==> config.mk <==
export PLATFORM = sky130hd
export DESIGN_NAME = uart_frame_tx
export DESIGN_NICKNAME = d
export VERILOG_FILES = /design/src/rtl/uart_tx_pkg.sv /design/src/rtl/uart_tx_cfg.sv /design/src/rtl/uart_tx_fifo.sv /design/src/rtl/uart_tx_shift.sv /design/src/rtl/uart_frame_tx.sv
export SDC_FILE = /design/constraint.sdc
export NUM_CORES = 1
export LEC_CHECK = 0
export ABC_AREA = 1
export BUFFER_PORTS_ARGS = -buffer_cell sky130_fd_sc_hd__buf_2
export CAP_MARGIN = 0
export CORE_MARGIN = 5
export CORE_UTILIZATION = 40
export CTS_CLUSTER_DIAMETER = 50
export DETAILED_ROUTE_END_ITERATION = 10
export HOLD_SLACK_MARGIN = 0.05
export RECOVER_POWER = 100
export SLEW_MARGIN = 30
export SYNTH_ARGS = -nofsm -noshare
export SYNTH_HDL_FRONTEND = slang
export SYNTH_SLANG_ARGS = --single-unit
export TNS_END_PERCENT = 100
==> constraint.sdc <==
create_clock -name clk_i -period 4.3 [get_ports clk_i]
set_input_delay 0.43 -clock clk_i [delete_from_list [all_inputs] [get_ports clk_i]]
set_output_delay 0.43 -clock clk_i [all_outputs]
set_load 0.1 [all_outputs]
==> src/rtl/uart_tx_pkg.sv <==
package uart_tx_pkg;
  localparam int CHAR_W  = 8;
  localparam int FRAME_W = 1 + CHAR_W + 1 + 2;
  localparam int CNT_W   = $clog2(FRAME_W + 1);

  typedef enum logic [1:0] {
    PAR_ODD   = 2'b00,
    PAR_EVEN  = 2'b01,
    PAR_MARK  = 2'b10,
    PAR_SPACE = 2'b11
  } par_mode_e;

  typedef struct packed {
    par_mode_e   par_type;
    logic        par_en;
    logic        stop2;
    logic [1:0]  wlen;
    logic        brk;
    logic        tx_en;
  } tx_cfg_t;

  localparam tx_cfg_t CFG_RESET = tx_cfg_t'(8'h01);
endpackage

==> src/rtl/uart_tx_cfg.sv <==
module uart_tx_cfg
  import uart_tx_pkg::*;
(
  input  logic       clk_i,
  input  logic       rst_ni,
  input  logic       we_i,
  input  logic [7:0] wdata_i,
  output tx_cfg_t    cfg_o
);
  tx_cfg_t cfg_q;

  always_ff @(posedge clk_i or negedge rst_ni) begin
    if (!rst_ni)   cfg_q <= CFG_RESET;
    else if (we_i) cfg_q <= tx_cfg_t'(wdata_i);
  end

  assign cfg_o = cfg_q;
endmodule

==> src/rtl/uart_tx_fifo.sv <==
module uart_tx_fifo #(
  parameter int DEPTH = 4,
  parameter int W     = 8
) (
  input  logic         clk_i,
  input  logic         rst_ni,
  input  logic         clr_i,
  input  logic         wr_i,
  input  logic [W-1:0] wdata_i,
  input  logic         rd_i,
  output logic [W-1:0] rdata_o,
  output logic         empty_o,
  output logic         full_o
);
  localparam int AW = (DEPTH > 1) ? $clog2(DEPTH) : 1;
  localparam int CW = $clog2(DEPTH + 1);
  localparam logic [AW-1:0] LAST = AW'(DEPTH - 1);
  localparam logic [CW-1:0] FULL = CW'(DEPTH);

  logic [W-1:0]  mem_q [DEPTH];
  logic [AW-1:0] wptr_q, rptr_q;
  logic [CW-1:0] cnt_q;
  logic          push, pop;

  assign full_o  = (cnt_q == FULL);
  assign empty_o = (cnt_q == '0);
  assign push    = wr_i && !full_o && !clr_i;
  assign pop     = rd_i && !empty_o && !clr_i;
  assign rdata_o = mem_q[rptr_q];

  always_ff @(posedge clk_i) begin
    if (push) mem_q[wptr_q] <= wdata_i;
  end

  always_ff @(posedge clk_i or negedge rst_ni) begin
    if (!rst_ni) begin
      wptr_q <= '0;
      rptr_q <= '0;
      cnt_q  <= '0;
    end else if (clr_i) begin
      wptr_q <= '0;
      rptr_q <= '0;
      cnt_q  <= '0;
    end else begin
      if (push) wptr_q <= (wptr_q == LAST) ? '0 : wptr_q + 1'b1;
      if (pop)  rptr_q <= (rptr_q == LAST) ? '0 : rptr_q + 1'b1;
      case ({push, pop})
        2'b10:   cnt_q <= cnt_q + 1'b1;
        2'b01:   cnt_q <= cnt_q - 1'b1;
        default: cnt_q <= cnt_q;
      endcase
    end
  end
endmodule

==> src/rtl/uart_tx_shift.sv <==
module uart_tx_shift
  import uart_tx_pkg::*;
#(
  parameter int OVERSAMPLE = 16
) (
  input  logic              clk_i,
  input  logic              rst_ni,
  input  logic              tick_i,
  input  logic              start_i,
  input  logic [CHAR_W-1:0] data_i,
  input  tx_cfg_t           cfg_i,
  output logic              busy_o,
  output logic              line_o
);
  localparam int TW = (OVERSAMPLE > 1) ? $clog2(OVERSAMPLE) : 1;
  localparam logic [TW-1:0] TLAST = TW'(OVERSAMPLE - 1);

  logic [3:0]         wbits;
  logic               ones, par_bit;
  logic [FRAME_W-1:0] frame_d;
  logic [CNT_W-1:0]   nbits_d;

  logic               busy_q;
  logic [TW-1:0]      tick_q;
  logic [CNT_W-1:0]   left_q;
  logic [FRAME_W-1:0] sh_q;

  assign wbits = 4'd5 + {2'b00, cfg_i.wlen};

  always_comb begin
    ones = 1'b0;
    for (int i = 0; i < CHAR_W; i++)
      if (i < int'(wbits)) ones = ones ^ data_i[i];
    unique case (cfg_i.par_type)
      PAR_ODD:   par_bit = ~ones;
      PAR_EVEN:  par_bit = ones;
      PAR_MARK:  par_bit = 1'b1;
      default:   par_bit = 1'b0;
    endcase
  end

  // start bit at [0], stop bits fill from the default ones
  always_comb begin
    frame_d    = '1;
    frame_d[0] = 1'b0;
    for (int i = 0; i <= CHAR_W; i++) begin
      if (i < int'(wbits)) frame_d[1+i] = data_i[i];
      else if (cfg_i.par_en && i == int'(wbits)) frame_d[1+i] = par_bit;
    end
  end

  assign nbits_d = CNT_W'(2) + CNT_W'(wbits) + CNT_W'(cfg_i.par_en) + CNT_W'(cfg_i.stop2);

  always_ff @(posedge clk_i or negedge rst_ni) begin
    if (!rst_ni) begin
      busy_q <= 1'b0;
      tick_q <= '0;
      left_q <= '0;
      sh_q   <= '1;
    end else if (start_i && !busy_q) begin
      busy_q <= 1'b1;
      tick_q <= '0;
      left_q <= nbits_d;
      sh_q   <= frame_d;
    end else if (busy_q && tick_i) begin
      if (tick_q == TLAST) begin
        tick_q <= '0;
        sh_q   <= {1'b1, sh_q[FRAME_W-1:1]};
        left_q <= left_q - 1'b1;
        if (left_q == CNT_W'(1)) busy_q <= 1'b0;
      end else begin
        tick_q <= tick_q + 1'b1;
      end
    end
  end

  assign busy_o = busy_q;
  assign line_o = busy_q ? sh_q[0] : 1'b1;
endmodule

==> src/rtl/uart_frame_tx.sv <==
module uart_frame_tx
  import uart_tx_pkg::*;
#(
  parameter int FIFO_DEPTH = 4,
  parameter int OVERSAMPLE = 16
) (
  input  logic       clk_i,
  input  logic       rst_ni,
  input  logic       baud_tick_i,
  input  logic       cfg_we_i,
  input  logic [7:0] cfg_wdata_i,
  input  logic       wr_valid_i,
  input  logic [7:0] wr_data_i,
  input  logic       fifo_clr_i,
  output logic       txd_o,
  output logic       thr_empty_o,
  output logic       tx_empty_o
);
  tx_cfg_t           cfg;
  logic [CHAR_W-1:0] head;
  logic              empty, full, load, busy, line_bit, tx_en, brk;

  uart_tx_cfg u_cfg (
    .clk_i   (clk_i),
    .rst_ni  (rst_ni),
    .we_i    (cfg_we_i),
    .wdata_i (cfg_wdata_i),
    .cfg_o   (cfg)
  );

  uart_tx_fifo #(.DEPTH(FIFO_DEPTH), .W(CHAR_W)) u_fifo (
    .clk_i   (clk_i),
    .rst_ni  (rst_ni),
    .clr_i   (fifo_clr_i),
    .wr_i    (wr_valid_i),
    .wdata_i (wr_data_i),
    .rd_i    (load),
    .rdata_o (head),
    .empty_o (empty),
    .full_o  (full)
  );

  assign tx_en = cfg.tx_en;
  assign brk   = cfg.brk;
  assign load  = !busy && !empty && tx_en && !fifo_clr_i;

  uart_tx_shift #(.OVERSAMPLE(OVERSAMPLE)) u_shift (
    .clk_i   (clk_i),
    .rst_ni  (rst_ni),
    .tick_i  (baud_tick_i),
    .start_i (load),
    .data_i  (head),
    .cfg_i   (cfg),
    .busy_o  (busy),
    .line_o  (line_bit)
  );

  assign txd_o       = brk ? 1'b0 : line_bit;
  assign thr_empty_o = empty;
  assign tx_empty_o  = empty && !busy;

  logic unused_full;
  assign unused_full = full;
endmodule

Word-level counts from Yosys, hierarchy flattened
Memories as Yosys holds them, arrays and structs flattened.
Index checks and enable logic that the tools add are counted.
{ "op_classes": {"addsub": 10, "order_cmp": 9, "eq_ne": 17, "mux": 52, "bitwise_logic": 8, "reduce_logical": 34} }
{ "ops": {"columns": ["op", "n"], "rows": [
  ["$mux W12", 3],
  ["$mux W1", 34],
  ["$mux W4", 6],
  ["$eq A4 B4 Y1 const A", 5],
  ["$logic_and A1 B1 Y1", 19],
  ["$lt A3 B4 Y1 const A", 4],
  ["$mux W2", 6],
  ["$reduce_bool A2 Y1", 5],
  ["$add A4 B1 Y4", 2],
  ["$eq A2 B2 Y1 const B", 4],
  ["$eq A3 B4 Y1 const A", 2],
  ["$lt A1 B4 Y1 const A", 2],
  ["$lt A2 B4 Y1 const A", 2],
  ["$xor A1 B1 Y1", 7],
  ["$pmux W3 S2", 1],
  ["$add A2 B1 Y2 const B", 2],
  ["$add A2 B4 Y4 const A", 1],
  ["$add A3 B2 Y4 const A", 1],
  ["$add A4 B1 Y4 const B", 1],
  ["$eq A2 B1 Y1 const B", 2],
  ["$eq A2 B4 Y1 const A", 1],
  ["$eq A4 B1 Y1 const B", 1],
  ["$eq A4 B4 Y1 const B", 1],
  ["$logic_not A1 Y1", 4],
  ["14 further kinds", 14]
]} }
{ "totals": {"ff_bits": 36, "ram_bits": 32, "word_cells": 144, "n_memories": 1} }
{ "memory_table": {"columns": ["memory", "words", "width", "read_ports", "rd_ports_with_merged_regs", "wr", "line_no", "text"], "rows": [
  ["u_fifo.mem_q", 4, 8, 1, 0, 1, "uart_tx_fifo.sv:20", "logic [W-1:0] mem_q [DEPTH];"]
]} }

Longest topological paths before layout
{ "logic_depth": {"word_depth": 22, "ltp_mapped": 20} }

Hierarchy
From an unflattened synthesis, not the netlist that was laid out.
{ "unflattened": {"cells_unflattened": 388, "area_unflattened_um2": 3445.8} }
{ "by_module_without_submodules": {"columns": ["mod", "n_inst", "cells_per_inst", "area_each_um2"], "rows": [
  ["uart_tx_fifo", 1, 147, 1690.4],
  ["uart_tx_shift", 1, 198, 1415.1],
  ["uart_tx_cfg", 1, 34, 306.5],
  ["uart_frame_tx", 1, 9, 33.8]
]} }

Least setup slack after synthesis
No wires, ideal clock.
{ "synth_path": {"kind": "register to output", "startpoint": "reg u_fifo.cnt_q[2]", "endpoint": "out tx_empty_o", "arrival_ns": 3.358, "path_slack_ns": 0.512, "stages_incl_launch_ff": 2, "path_buffers": 0, "cell_sequence": "dfrtp_1 -> nor4_1"} }
{ "synth_between": {"elab_chain_len": 2} }
{ "synth_rtl": {"columns": ["element", "line_no", "text"], "rows": [
  ["start: declaration", "uart_tx_fifo.sv:22", "logic [CW-1:0] cnt_q;"],
  ["start signal: assignment", "uart_tx_fifo.sv:48", "2'b10: cnt_q <= cnt_q + 1'b1;"],
  ["start signal: assignment", "uart_tx_fifo.sv:49", "2'b01: cnt_q <= cnt_q - 1'b1;"],
  ["start signal: assignment", "uart_tx_fifo.sv:50", "default: cnt_q <= cnt_q;"],
  ["$logic_not A3 Y1", "uart_tx_fifo.sv:26", "assign empty_o = (cnt_q == '0);"],
  ["$logic_and A1 B1 Y1", "uart_frame_tx.sv:60", "assign tx_empty_o = empty && !busy;"],
  ["end: declaration", "uart_frame_tx.sv:17", "output logic tx_empty_o"]
]} }
Every way passes these cells.

Worst setup path in the final report
{ "layout_path": {"startpoint": "reg u_cfg.cfg_q (netlist bit u_cfg.cfg_o[0])", "endpoint": "reg u_shift.sh_q[9]"} }
{ "layout_between": {"elab_chain_len": 5, "elab_cells_between_ends": 7} }
{ "layout_rtl": {"columns": ["element", "line_no", "text"], "rows": [
  ["start: declaration", "uart_tx_cfg.sv:10", "tx_cfg_t cfg_q;"],
  ["start signal: assignment", "uart_tx_cfg.sv:14", "else if (we_i) cfg_q <= tx_cfg_t'(wdata_i);"],
  ["$logic_and A1 B1 Y1 (*) (2 in a row)", "uart_frame_tx.sv:45", "assign load = !busy && !empty && tx_en && !fifo_clr_i;"],
  ["$logic_and A1 B1 Y1 (*)", "uart_tx_shift.sv:60", "end else if (start_i && !busy_q) begin"],
  ["$reduce_bool A2 Y1 (no line)", null, null],
  ["$reduce_and A2 Y1 (no line)", null, null],
  ["end signal: assignment", "uart_tx_shift.sv:64", "sh_q <= frame_d;"],
  ["end signal: assignment", "uart_tx_shift.sv:68", "sh_q <= {1'b1, sh_q[FRAME_W-1:1]};"],
  ["end: declaration", "uart_tx_shift.sv:26", "logic [FRAME_W-1:0] sh_q;"]
]} }
Mark *: on every way between the ends. The rest lies on a longest branch, timed or not.
A chain may end at the register's enable or synchronous reset.

==> key figures <==
Worst setup path
  – CP Capture Type: flip-flop
  – Critical path class: flip-flop to flip-flop
  – R2R setup slack: ~1.2 ns
  – Launching point of the worst reg2reg path: u_cfg.cfg_o[0]$_DFFE_PN1P_
  – CP Launch Type: flip-flop
  – Crit path cell chain: inv_1, nor4_4, clkbuf_1, inv_2, o21ai_0, o21ai_2, inv_2, nor2_1, a41oi_1
  – Worst path slowest cell: clkbuf_1
  – CP Data Required Time: 4.56 ns
  – Crit. path cell count: 9
  – Worst reg-to-reg path cell count: 9
  – CP peak stage delay: 0.81 ns
  – Start point of the critical path: u_cfg.cfg_o[0]$_DFFE_PN1P_
  – CP most frequent cell: inv_2
  – Crit path max fanout: 21
  – WP buf/inv: 4
  – Worst EP arrival: 3.34 ns
  – Cell family with the largest share of critical-path delay: buffers and inverters

GRT
  – Largest net degree at the start of global routing: 35
  – Met1 Use GR: 18.9%
  – Met2 Usage GRT: a little under a quarter
  – Total track usage: 14.6%
  – Antenna violations before repair: 0
  – First-pass GRT wire length: 11.7 mm
  – GRT Max-Usage Layer: met2
  – GRT met3 Usage: 4.37%
  – Congestion Overflow GR: 0
  – Vias in the first global route: 2489

Clock tree
  – Post-CTS Hold Fix Bufs: 0
  – TritonCTS clock tree: done
  – Post-CTS setup buffers: 0
  – Clock Latency Late Sink: 0.34 ns
  – H-tree Lvls: 3
  – CTS root buf: clkbuf_8
  – Worst-path clk slew: 0.07 ns
  – Cts repair resizes: 0
  – Clock buffer depth: 2
  – Clock sink count: 66
  – TritonCTS buffer count: 9

Power and ir drop
  – Pwr per Cell Area: 513 nW/um2
  – Pint: 1.25 mW
  – Clock share of power: a little over a quarter
  – Combinational Power Share: between 20% and 30%
  – Leakage: 1.75 nW
  – Flop pwr share: 46.4%
  – Worst VDD drop: 0.000286 V
  – Net Sw Power: around 690 uW
  – Net Sw Frac: 35.8%

Placement
  – Port bufs: 24
  – Placer Congestion: 0.782
  – Hpwl dp: about 4.8 mm
  – Placed Cells: around 510

Route
  – TritonRoute pass-1 iters: 4
  – Via Count: 2500
  – Vias/cell: 4.74
  – DR DRC count: 0
  – Drt wl/cell: 12.9 um
  – Antenna-violating nets left: 0
  – Routed WL: 6.79 mm
  – Initial DRC count: 136

Finish
  – Fillers: 809
  – Area Overhead vs Synth: 11.4%
  – Non-Filler Instances: between 500 and 600
  – Commonest non-fill, non-tap cell in the layout: nand2_1
  – # diodes: 0
  – Multi-input gate area: about 1300 um2
  – FF+latch area: between 1500 and 2000 um2
  – Layout cells sized above 1: 11.4%
  – Layout Nets: between 400 and 500
  – Most frequent cells in the layout: nand2_1, inv_1, nor2_1

Floorplanning
  – Die X: 102 um
  – Row cnt: 33
  – Core box area: between 8000 and 9000 um2
  – Die area: 10400 um2
  – Die H: 102 um
  – Starting Density: 41.2%
  – Top Ports: 25

STA
  – Tmin final: roughly 3 ns
  – Fmax: 324 MHz
  – Skew final: 0.00941 ns
  – Final Cycle Share: between 70% and 80%
  – Tightest Pin Transition: slightly below 2 ns
  – Final Hold Fails: 0
  – Max-slew violation count: 35
  – TNS Setup: 0 ns
  – RSZ-0062 raised after global routing: false
  – # setup viols final: 0
  – Max-slew headroom: -28.3%

Logic synthesis
  – Cell accounting for the most synthesized area: edfxtp_1
  – Synth cell types: 33
  – Area contributors post-synth: edfxtp_1, dfrtp_1, nand2_1, dfstp_2, inv_1
  – #FFs+latches synth: 66
  – Syn_area_per_cell: 8.68 um2
  – Syn Inst Count: a little under 400
  – Seq/Total Area, Yosys: 53.7%
  – Syn. warnings: 0
  – Post-synthesis cell area: 3400 um2
  – Yosys top cell area share: between 20% and 30%
  – Syn Nets: 430

Hold path
  – Hold Path Class: input pin to flip-flop
  – Hold Path Depth: 3
  – HP Start: cfg_wdata_i[0]

Run
  – Max Cap Viol: 1

Outcome
  – Failing checks: max-capacitance violations, max-slew violations
  – Status: finished, violations left
[per-layer routing]
metal,up-vias,part of all wire (%)
met5,-,0
met2,24,47
li1,1303,-
met4,0,1.5
met1,1167,49
met3,6,2.4
[synth_stat cells, drive strengths merged]
cell type  number
ha             14
edfxtp         32
nand4           1
a41oi           1
or2             1
nand3          28
a31oi           2
nand3b          1
clkinv          2
nor4            2
nor2           34
a22oi           1
buf             9
nor3            1
dfrtp          23
xnor2           2
inv            53
mux2            3
o211ai          2
xor2            2
a21oi          15
clkbuf          2
o21ai          25
fa              2
dfstp          11
nand2         123
[kinds of logic after synthesis]
| kind of cell | Yosys count | synth area share, % |
|---|---|---|
| AOI/OAI and AO/OA | 46 | 7.17 |
| muxes | 3 | 0.993 |
| adders and majority gates | 16 | 6.33 |
| DFF | 66 | 53.7 |
| and+or+nand+nor | 191 | 23.0 |
| xor gates and xnor gates | 4 | 1.03 |
| buffers and inverters | 66 | 7.84 |
[area by class of cell]
cell class | count | area share, %
multi-input combinational | 260 | 34.9
sequential | 66 | 48.2
clock inverter | 7 | 1.85
timing repair buffer | 25 | 2.87
tap | 105 | 3.47
clock buffer | 9 | 3.27
inverter | 55 | 5.45
[path summary, 6_finish.rpt]
kind                                            endpoint
min in group asynchronous  u_shift.tick_q[0]$_DFFE_PN0N_
max                          u_shift.sh_q[9]$_DFFE_PN1P_
max reg2reg                  u_shift.sh_q[9]$_DFFE_PN1P_
min                           u_cfg.cfg_o[0]$_DFFE_PN1P_
min reg2reg                  u_shift.sh_q[6]$_DFFE_PN1P_
max in group asynchronous    u_fifo.cnt_q[2]$_DFFE_PN0P_
[per-stage QoR]
| step | setup WS, ns | hold slack (ns) | cell area, um2 | total power [mW] | util [%] |
|---|---|---|---|---|---|
| 5_1_grt | 0.850 | 0.290 | 3790 | 2.09 | 45.9 |
| 3_5_place_dp | 1.90 | 0.461 | 3610 | 1.45 | 43.7 |
| 2_1_floorplan | 0.512 | 0.134 | 3400 | 1.32 | - |
| 4_1_cts | 1.89 | 0.188 | 3810 | 1.97 | 46.1 |
| 6_report | 1.21 | 0.297 | 3790 | 1.94 | 45.9 |
| 3_3_place_gp | 1.63 | 0.461 | 3610 | 1.44 | 43.7 |
[tightest hold or removal path: cells and delay by family]
kind,cells,cell delay (ns)
buffers and inverters,1,0.07
AOI/OAI and AO/OA,1,0.06
and+or+nand+nor,1,0.03
[state kept, by name, summed over array words and instances (netlist names)]
register,cells
u_shift.busy_o,1
u_fifo.mem_q,32
u_fifo.rptr_q,2
u_shift.sh_q,10
u_fifo.cnt_q,3
u_shift.tick_q,4
u_shift.left_q,4
u_cfg.cfg_o,8
u_fifo.wptr_q,2
[power by group through the flow]
stage / Clock [mW] / Combinational, mW / Sequential (mW)
floorplan: 0 / 0.437 / 0.883
global placement: 0 / 0.524 / 0.911
detailed placement: 0 / 0.535 / 0.914
CTS: 0.531 / 0.538 / 0.901
global route: 0.562 / 0.605 / 0.920
finish: 0.514 / 0.526 / 0.902
No activity file was read; power rests on OpenSTA's default activity.
